**src/rtl/pasr_refresh_pkg.sv**
```systemverilog
package pasr_refresh_pkg;

    typedef enum logic [1:0] {
        TEMP_HOT  = 2'b00,
        TEMP_WARM = 2'b01,
        TEMP_MILD = 2'b10,
        TEMP_COLD = 2'b11
    } temp_range_e;

    typedef struct packed {
        temp_range_e temp;
        logic        pdown;
        logic [2:0]  region;
    } sched_cfg_t;

    localparam sched_cfg_t CFG_RESET = '{temp: TEMP_HOT, pdown: 1'b0, region: 3'b000};

    function automatic sched_cfg_t unpack_cfg(input logic [7:0] raw);
        sched_cfg_t c;
        c.region = raw[2:0];
        c.pdown  = raw[4];
        c.temp   = temp_range_e'(raw[6:5]);
        return c;
    endfunction

    function automatic logic region_kept(input logic [2:0] region);
        return ~region[2];
    endfunction

endpackage

```
**src/rtl/pasr_tick_div.sv**
```systemverilog
module pasr_tick_div
    import pasr_refresh_pkg::*;
#(
    parameter int BASE_DIV = 64
) (
    input  logic        clk,
    input  logic        rst_n,
    input  logic        run_i,
    input  temp_range_e temp_i,
    output logic        tick_o
);
    localparam int CNT_W = $clog2(BASE_DIV * 8) + 1;

    typedef struct packed {
        logic [CNT_W-1:0] cnt;
    } div_state_t;

    div_state_t       st_d, st_q;
    logic [CNT_W-1:0] limit_w;

    always_comb begin
        limit_w = CNT_W'((BASE_DIV << temp_i) - 1);
        tick_o  = run_i && (st_q.cnt >= limit_w);
        st_d    = st_q;
        if (!run_i || tick_o) begin
            st_d.cnt = '0;
        end else begin
            st_d.cnt = st_q.cnt + 1'b1;
        end
    end

    always_ff @(posedge clk or negedge rst_n) begin
        if (!rst_n) begin
            st_q <= '0;
        end else begin
            st_q <= st_d;
        end
    end

    // the counter restarts after every tick, so ticks are never back to back
    p_tick_spaced_r4: assert property (@(posedge clk) disable iff (!rst_n)
        tick_o |=> !tick_o);

    // a stopped divider holds no count
    p_idle_clears_r6: assert property (@(posedge clk) disable iff (!rst_n)
        !run_i |=> (st_q.cnt == '0));
endmodule

```
**src/rtl/pasr_row_ptr.sv**
```systemverilog
module pasr_row_ptr #(
    parameter int ROW_W = 12
) (
    input  logic             clk,
    input  logic             rst_n,
    input  logic [2:0]       region_i,
    input  logic             clear_i,
    input  logic             adv_i,
    output logic [ROW_W-1:0] ptr_o
);
    localparam int ROWS = 1 << ROW_W;

    typedef struct packed {
        logic [ROW_W-1:0] ptr;
    } ptr_state_t;

    ptr_state_t       st_d, st_q;
    logic [ROW_W:0]   span_w;
    logic [ROW_W-1:0] top_w;

    always_comb begin
        span_w = (ROW_W+1)'(ROWS) >> region_i[1:0];
        top_w  = ROW_W'(span_w - 1'b1);
        st_d   = st_q;
        if (clear_i) begin
            st_d.ptr = '0;
        end else if (adv_i) begin
            st_d.ptr = (st_q.ptr >= top_w) ? '0 : st_q.ptr + 1'b1;
        end
    end

    always_ff @(posedge clk or negedge rst_n) begin
        if (!rst_n) begin
            st_q <= '0;
        end else begin
            st_q <= st_d;
        end
    end

    assign ptr_o = st_q.ptr;

    // the pointer never leaves the kept region
    p_ptr_in_region_r2: assert property (@(posedge clk) disable iff (!rst_n)
        !region_i[2] |-> (st_q.ptr <= top_w));

    // the last kept row wraps back to row zero
    p_wrap_r2: assert property (@(posedge clk) disable iff (!rst_n)
        (adv_i && !clear_i && st_q.ptr == top_w) |=> (st_q.ptr == '0));

    // a clear always lands on row zero
    p_clear_r9: assert property (@(posedge clk) disable iff (!rst_n)
        clear_i |=> (st_q.ptr == '0));

    // the pointer is frozen when neither advanced nor cleared
    p_hold_r8: assert property (@(posedge clk) disable iff (!rst_n)
        (!adv_i && !clear_i) |=> $stable(st_q.ptr));
endmodule

```
**src/rtl/pasr_refresh_sched.sv**
```systemverilog
module pasr_refresh_sched
    import pasr_refresh_pkg::*;
#(
    parameter int ROW_W    = 12,
    parameter int BASE_DIV = 64
) (
    input  logic             clk,
    input  logic             rst_n,
    input  logic             cfg_wr_i,
    input  logic [7:0]       cfg_data_i,
    output logic             ref_req_o,
    output logic [ROW_W-1:0] ref_row_o,
    input  logic             ref_ack_i
);
    typedef struct packed {
        sched_cfg_t       cfg;
        logic             req;
        logic [ROW_W-1:0] row;
    } top_state_t;

    top_state_t       st_d, st_q;
    sched_cfg_t       wr_cfg_w;
    logic             active_w;
    logic             tick_w;
    logic             issue_w;
    logic             ptr_clear_w;
    logic [ROW_W-1:0] ptr_w;

    pasr_tick_div #(.BASE_DIV(BASE_DIV)) u_div (
        .clk    (clk),
        .rst_n  (rst_n),
        .run_i  (active_w),
        .temp_i (st_q.cfg.temp),
        .tick_o (tick_w)
    );

    pasr_row_ptr #(.ROW_W(ROW_W)) u_ptr (
        .clk      (clk),
        .rst_n    (rst_n),
        .region_i (st_q.cfg.region),
        .clear_i  (ptr_clear_w),
        .adv_i    (issue_w),
        .ptr_o    (ptr_w)
    );

    always_comb begin
        wr_cfg_w    = unpack_cfg(cfg_data_i);
        active_w    = !st_q.cfg.pdown && region_kept(st_q.cfg.region);
        issue_w     = tick_w && !st_q.req;
        ptr_clear_w = cfg_wr_i && (wr_cfg_w.region != st_q.cfg.region);
        st_d        = st_q;
        if (!active_w) begin
            st_d.req = 1'b0;
        end else if (issue_w) begin
            st_d.req = 1'b1;
            st_d.row = ptr_w;
        end else if (st_q.req && ref_ack_i) begin
            st_d.req = 1'b0;
        end
        if (cfg_wr_i) begin
            st_d.cfg = wr_cfg_w;
        end
    end

    always_ff @(posedge clk or negedge rst_n) begin
        if (!rst_n) begin
            st_q <= '{cfg: CFG_RESET, req: 1'b0, row: '0};
        end else begin
            st_q <= st_d;
        end
    end

    assign ref_req_o = st_q.req;
    assign ref_row_o = st_q.row;

    // an unanswered request persists with a fixed row
    p_req_hold_r7: assert property (@(posedge clk) disable iff (!rst_n)
        (ref_req_o && !ref_ack_i && active_w) |=> (ref_req_o && $stable(ref_row_o)));

    // power-down or an empty region withdraws the request
    p_stop_r6: assert property (@(posedge clk) disable iff (!rst_n)
        !active_w |=> !ref_req_o);

    // a request rises only on an expiring tick
    p_rise_on_tick_r8: assert property (@(posedge clk) disable iff (!rst_n)
        (!ref_req_o && !tick_w) |=> !ref_req_o);

    // an acknowledged request is gone the next cycle
    p_ack_drops_r7: assert property (@(posedge clk) disable iff (!rst_n)
        (ref_req_o && ref_ack_i) |=> !ref_req_o);
endmodule

```
**config.mk**
```make
export PLATFORM = sky130hd
export DESIGN_NAME = pasr_refresh_sched
export DESIGN_NICKNAME = d
export VERILOG_FILES = /design/src/rtl/pasr_refresh_pkg.sv /design/src/rtl/pasr_tick_div.sv /design/src/rtl/pasr_row_ptr.sv /design/src/rtl/pasr_refresh_sched.sv
export SDC_FILE = /design/constraint.sdc
export NUM_CORES = 1
export LEC_CHECK = 0
export BUFFER_PORTS_ARGS = -buffer_cell sky130_fd_sc_hd__buf_4
export CAP_MARGIN = 20
export CORE_ASPECT_RATIO = 0.5
export CORE_UTILIZATION = 52
export DETAILED_ROUTE_END_ITERATION = 12
export GPL_TIMING_DRIVEN = 0
export MAX_ROUTING_LAYER = met4
export PLACE_DENSITY = 0.79
export SLEW_MARGIN = 20
export SYNTH_ARGS = -nofsm -noshare
export SYNTH_HDL_FRONTEND = slang
export SYNTH_SLANG_ARGS = --single-unit
```
**constraint.sdc**
```tcl
create_clock -name clk -period 2 [get_ports clk]
set_input_delay 0.3 -clock clk [delete_from_list [all_inputs] [get_ports clk]]
set_output_delay 0.3 -clock clk [all_outputs]
set_load 0.1 [all_outputs]
```
; ---- Word-level counts from Yosys, hierarchy flattened
; Cells that the tools add are included.
[word_totals]
ff_bits = 41
latchBits = 0
ramBits = 0
mem_bits_ro = 0
output_inout_bits = 13
elab_cells = 36
n_memories = 0
[classes]
add_sub_neg = 4
mul = 0
n_div = 0
order_cmp = 2
eq_ne = 2
n_shift = 2
mux = 7
bitwise_logic = 1
reduce_logical = 11
[op_table]
columns = cell, n
row1 = 12-bit 2-to-1 mux, 3
row2 = 13-bit by 2-bit >> shifter with 12-bit output (first input constant), 1
row3 = 12-bit by 1-bit adder with 12-bit output (second input constant), 1
row4 = 12-bit >= comparator, 1
row5 = 12-bit by 1-bit subtractor with 12-bit output (second input constant), 1
row6 = 10-bit by 1-bit adder with 10-bit output (second input constant), 1
row7 = 10-bit >= comparator, 1
row8 = 10-bit 2-to-1 mux, 1
row9 = 7-bit by 2-bit << shifter with 10-bit output (first input constant), 1
row10 = 10-bit by 2-bit subtractor with 10-bit output (second input constant), 1
row11 = 1-bit logical AND, 5
row12 = 1-bit logical NOT, 3
row13 = 1-bit 2-to-1 mux, 3
row14 = 3-bit != test, 1
row15 = 3-bit != test (second input constant), 1
row16 = 2-bit AND reduction, 1
row17 = 2-bit nonzero test, 1
row18 = 1-bit logical OR, 1
row19 = 1-bit inverter, 1

; ---- Logic depth before layout (Yosys ltp)
[depth]
depth_word = 7
depth_mapped = 8

; ---- Modules after synthesis
; From an unflattened synthesis, not the netlist that was laid out.
[unflattened]
cells_unflattened = 198
area_unflattened_um2 = 2225.9
[modules_own_cells]
columns = mod, n_inst, cells_each, area_each_um2, seq_area_each_um2
row1 = pasr_refresh_sched, 1, 60, 864.6, 475.5
row2 = pasr_row_ptr, 1, 78, 757.0, 300.3
row3 = pasr_tick_div, 1, 60, 604.3, 250.2

; ---- Worst setup path before layout
; No wires, ideal clock.
[synth_path]
path_kind = register to register
from = reg st_q[13] (netlist bit)
to = reg u_ptr.st_q (netlist bit u_ptr.ptr_o[2])
setup_ns = 0.110
arrival_time_ns = 1.868
path_slack_ns = 0.022
path_stages_with_launch = 7
cell_sequence = dfrtp_1 or2_2 ha_1 and3_1 a31oi_2 nand2_2 o41ai_1
[synth_between]
elab_chain_len = 6
[synth_lines]
columns = element, line_no
row1 = from (decl), pasr_refresh_sched.sv:21  ; top_state_t st_d, st_q;
row2 = from (signal assigned), pasr_refresh_sched.sv:67  ; st_q <= '{cfg: CFG_RESET, req: 1'b0, row: '0};
row3 = from (signal assigned), pasr_refresh_sched.sv:69  ; st_q <= st_d;
row4 = 13-bit by 2-bit >> shifter with 12-bit output, pasr_row_ptr.sv:22  ; span_w = (ROW_W+1)'(ROWS) >> region_i[1:0];
row5 = 12-bit by 1-bit subtractor with 12-bit output, pasr_row_ptr.sv:23  ; top_w = ROW_W'(span_w - 1'b1);
row6 = 12-bit >= comparator, pasr_row_ptr.sv:28  ; st_d.ptr = (st_q.ptr >= top_w) ? '0 : st_q.ptr + 1'b1;
row7 = 12-bit 2-to-1 mux, pasr_row_ptr.sv:28
row8 = 12-bit 2-to-1 mux, pasr_row_ptr.sv:27  ; end else if (adv_i) begin
row9 = 12-bit 2-to-1 mux, pasr_row_ptr.sv:25  ; if (clear_i) begin
row10 = to (signal assigned), pasr_row_ptr.sv:36  ; st_q <= st_d;
row11 = to (decl), pasr_row_ptr.sv:17  ; ptr_state_t st_d, st_q;
; Several ways; a longest one is shown, not always the timed one. The select of a mux whose other input is x is not followed.
; A chain may end at the register's enable or synchronous reset.

==> impl_metrics.env <==
export IMPL_relSlewSlack_pct=43.7
export IMPL_io_buffer_count=21
export IMPL_synth_simple_area_share_pct=22.4
export IMPL_cts_root_buf="clkbuf_8"
export IMPL_clock_skew_final_ns=0.00888
export IMPL_synth_area_um2=2180
export IMPL_die_h_um=47.8
export IMPL_synthArstFlopShare_pct=100
export IMPL_gp_congestion=0.906
export IMPL_pwr_share_clk_pct=37.7
export IMPL_synth_distinct_cells=41
export IMPL_yosysTopAreaCellShare_pct=47.0
export IMPL_fin_crit_ns=2.03
export IMPL_totalWireLength_mm=4.65
export IMPL_status="finished with violations"
export IMPL_track_usage_pct=23.1
export IMPL_switching_share_pct=23.9
export IMPL_tightest_slew_ns=0.839
export IMPL_rows=16
export IMPL_grt_overflow_total=0
export IMPL_comb_power_share_pct=8.0
export IMPL_synth_edf_count=0
export IMPL_wl_met3_um=239
export IMPL_wl_met2_mm=2.27
export IMPL_cpLargestDelayFamily="simple AND/OR/NAND/NOR gates"
export IMPL_netSwitchingPower_uw=380
export IMPL_ir_drop_mv=0.353
export IMPL_synthTopCellsByArea="dfrtp_1 47%, nand2_1 8.3%, ha_1 5.2%"
export IMPL_cp_slowest_cell="or4_4"
export IMPL_fillers=301
export IMPL_grt_pass1_wl_mm=7.42
export IMPL_cp_num_buf_inv=1
export IMPL_n_antenna_cell=0
export IMPL_core_um2=3960
export IMPL_end_kind="flip-flop"
export IMPL_path_max_fanout=10
export IMPL_hpwl_mm=2.92
export IMPL_p_int_uw=1210
export IMPL_cts_tree="yes"
export IMPL_synth_compound_area_share_pct=11.1
export IMPL_critPathKind="reg2reg"
export IMPL_layout_worst_path_cycle_share_pct=101
export IMPL_clockBufferDepth=2
export IMPL_die_x_um=93.6
export IMPL_ys_flop_type="dfrtp_1"
export IMPL_synth_xor_area_share_pct=4.42
export IMPL_clk_pin_slew_ns=0.08
export IMPL_clkSinkCount=41
export IMPL_worst_path_largest_cell_delay_ns=0.52
export IMPL_start_util_pct=55.1
export IMPL_cts_htree_levels=2
export IMPL_clk_latency_ns=0.30
export IMPL_wl_met1_mm=2.03
export IMPL_io_pins=25
export IMPL_syn_nets=248
export IMPL_yosysWarnings=0
export IMPL_placed_cell_area_um2=2410
export IMPL_syn_inst=227
export IMPL_yosysSeqAreaShare_pct=47.0
export IMPL_areaGrowthSynthToFinish_pct=22.5
export IMPL_dr_first_iter_drc_count=119
export IMPL_synth_most_common_cell="nand2_1"
export IMPL_grt_max_degree=42
export IMPL_grt_pass1_vias=1693
export IMPL_ant_nets=0
export IMPL_synth_mux_area_share_pct=3.10
export IMPL_finalWorstSetupSlack_ns=-0.0258
export IMPL_finalSetupViolCount=13
export IMPL_maxSlewViolCount=0
export IMPL_hp_class="in2reg"
export IMPL_dieArea_um2=4480
export IMPL_cp_arrival_ns=2.25
export IMPL_power_density_nw_per_um2=594
export IMPL_cp_cell_sequence="inv_1 -> ha_1 -> and3_4 -> a221o_1 -> or4_4 -> nor2_1"
export IMPL_hold_slack_ns=0.161
export IMPL_drive_gt1_share_pct=28.6
export IMPL_crit_required_ns=2.23
export IMPL_final_area_um2=2670
export IMPL_hold_violations=0
export IMPL_antenna_found_initial=0
export IMPL_drc_errors=0
export IMPL_clock_fmax_ghz=0.494
export IMPL_num_vias=1801
export IMPL_synth_area_leader_cell="dfrtp_1"
export IMPL_finalCoreUtilization_pct=67.5
export IMPL_post_place_ws_ns=-0.211
export IMPL_wl_per_cell_um=14.5
export IMPL_ys_top_cells_by_count="48 x nand2_1, 41 x dfrtp_1, 13 x buf_4, 13 x nand3_1, 13 x nor2_1"
export IMPL_via_per_inst=5.63
export IMPL_p_leak_uw=0.00130
export IMPL_dr_pass1_iters=4
export IMPL_drv_cap=0
export IMPL_avgSynthCellArea_um2=9.61
export IMPL_sequentialPowerShare_pct=54.3
export IMPL_cts_buffers=5
export IMPL_routed_top_layer="met4"
export IMPL_critPathLaunchType="flip-flop"
export IMPL_synthAdderAreaFrac_pct=5.16
export IMPL_violations="negative setup slack"
export IMPL_fin_nets=286
export IMPL_rsz0062_at_grt="yes"
export IMPL_synth_top_family_by_area="simple AND/OR/NAND/NOR gates"
export IMPL_ys_ff_latch=41
[final timing paths]
kind	start	to	slack, ns	depth (start not counted)
max in group asynchronous	rst_n	ref_row_o[4]$_DFFE_PN0P_	1.14	2
worst max register to register	st_q[18]$_DFFE_PN0P_	u_div.st_q[8]$_DFF_PN0_	-0.03	6
worst min register to register	ref_row_o[0]$_DFFE_PN0P_	ref_row_o[0]$_DFFE_PN0P_	0.47	2
min in group asynchronous	rst_n	ref_row_o[0]$_DFFE_PN0P_	0.50	2
worst min-delay path	ref_ack_i	ref_req_o$_DFFE_PN0P_	0.16	2
worst max-delay path	st_q[18]$_DFFE_PN0P_	u_div.st_q[8]$_DFF_PN0_	-0.03	6
[metrics by stage]
stage          power (uW)  cells  TNS [ns]
2_1_floorplan         945    227         0
3_3_place_gp          989    302     -1.50
3_5_place_dp          995    302     -2.41
4_1_cts              1590    317    -0.156
5_1_grt              1640    320     -1.66
6_report             1590    320    -0.152
[repair_timing]
| item | CTS | global route |
|---|---|---|
| setup buffers | 6 | 3 |
| endpoints found under the hold margin | 41 | 0 |
| gates resized for setup | 8 | 12 |
| hold buffers | 1 | 0 |
| gates cloned | 1 | 0 |
| pin swaps | 7 | 2 |
| setup endpoints to repair | 35 | 35 |
[routing by layer]
layer	track usage [%]	vias to the layer above
met5	-	-
met4	10.8	0
met3	6.19	15
met2	40.1	59
met1	26.2	873
li1	-	854
[logic make-up (layout without fill, tap and decap cells)]
family / after synthesis / count (layout)
other cells: 1 / 1
compound gates: 34 / 34
fa+ha+maj: 9 / 9
simple gates: 102 / 102
buf+inv: 23 / 62
xor+xnor: 11 / 11
mux: 6 / 6
flops: 41 / 41
[registers in the layout (all words and copies together), names as in the netlist]
register and flops:
ref_req_o 1, ref_row_o 12, st_q 6, u_div.st_q 10, u_ptr.ptr_o 12
[power by group through the flow]
stage / clock network, uW / logic (uW) / registers [uW]
after floorplan: 0 / 70.9 / 874
after global placement: 0 / 112 / 877
after detailed placement: 0 / 117 / 878
after CTS: 607 / 119 / 862
after global routing: 639 / 141 / 865
final: 600 / 127 / 863
[placed cells by master (no fill, tap or decap), types with 3 or more instances in the layout]
master / n
nand3_1: 13
clkbuf_8: 7
a21oi_1: 9
o22ai_1: 7
and4_1: 3
dfrtp_1: 41
or3_1: 8
a21o_1: 3
nor2_1: 12
mux2_2: 5
ha_1: 8
and3_1: 5
nand2_1: 47
buf_4: 39
inv_1: 5
buf_6: 5
xor2_1: 9
[area by class of cell]
cell class | count | area (um2) | share of cell area (%)
Tap cell | 54 | 67.6 | 2.53
Sequential cell | 41 | 1030 | 38.4
Timing Repair Buffer | 32 | 267 | 9.97
Buffer | 17 | 135 | 5.05
Clock buffer | 7 | 96.3 | 3.60
Clock inverter | 1 | 5.00 | 0.187
Inverter | 5 | 18.8 | 0.702
Multi-Input combinational cell | 163 | 1060 | 39.6
No activity file was read; power rests on OpenSTA's default activity.
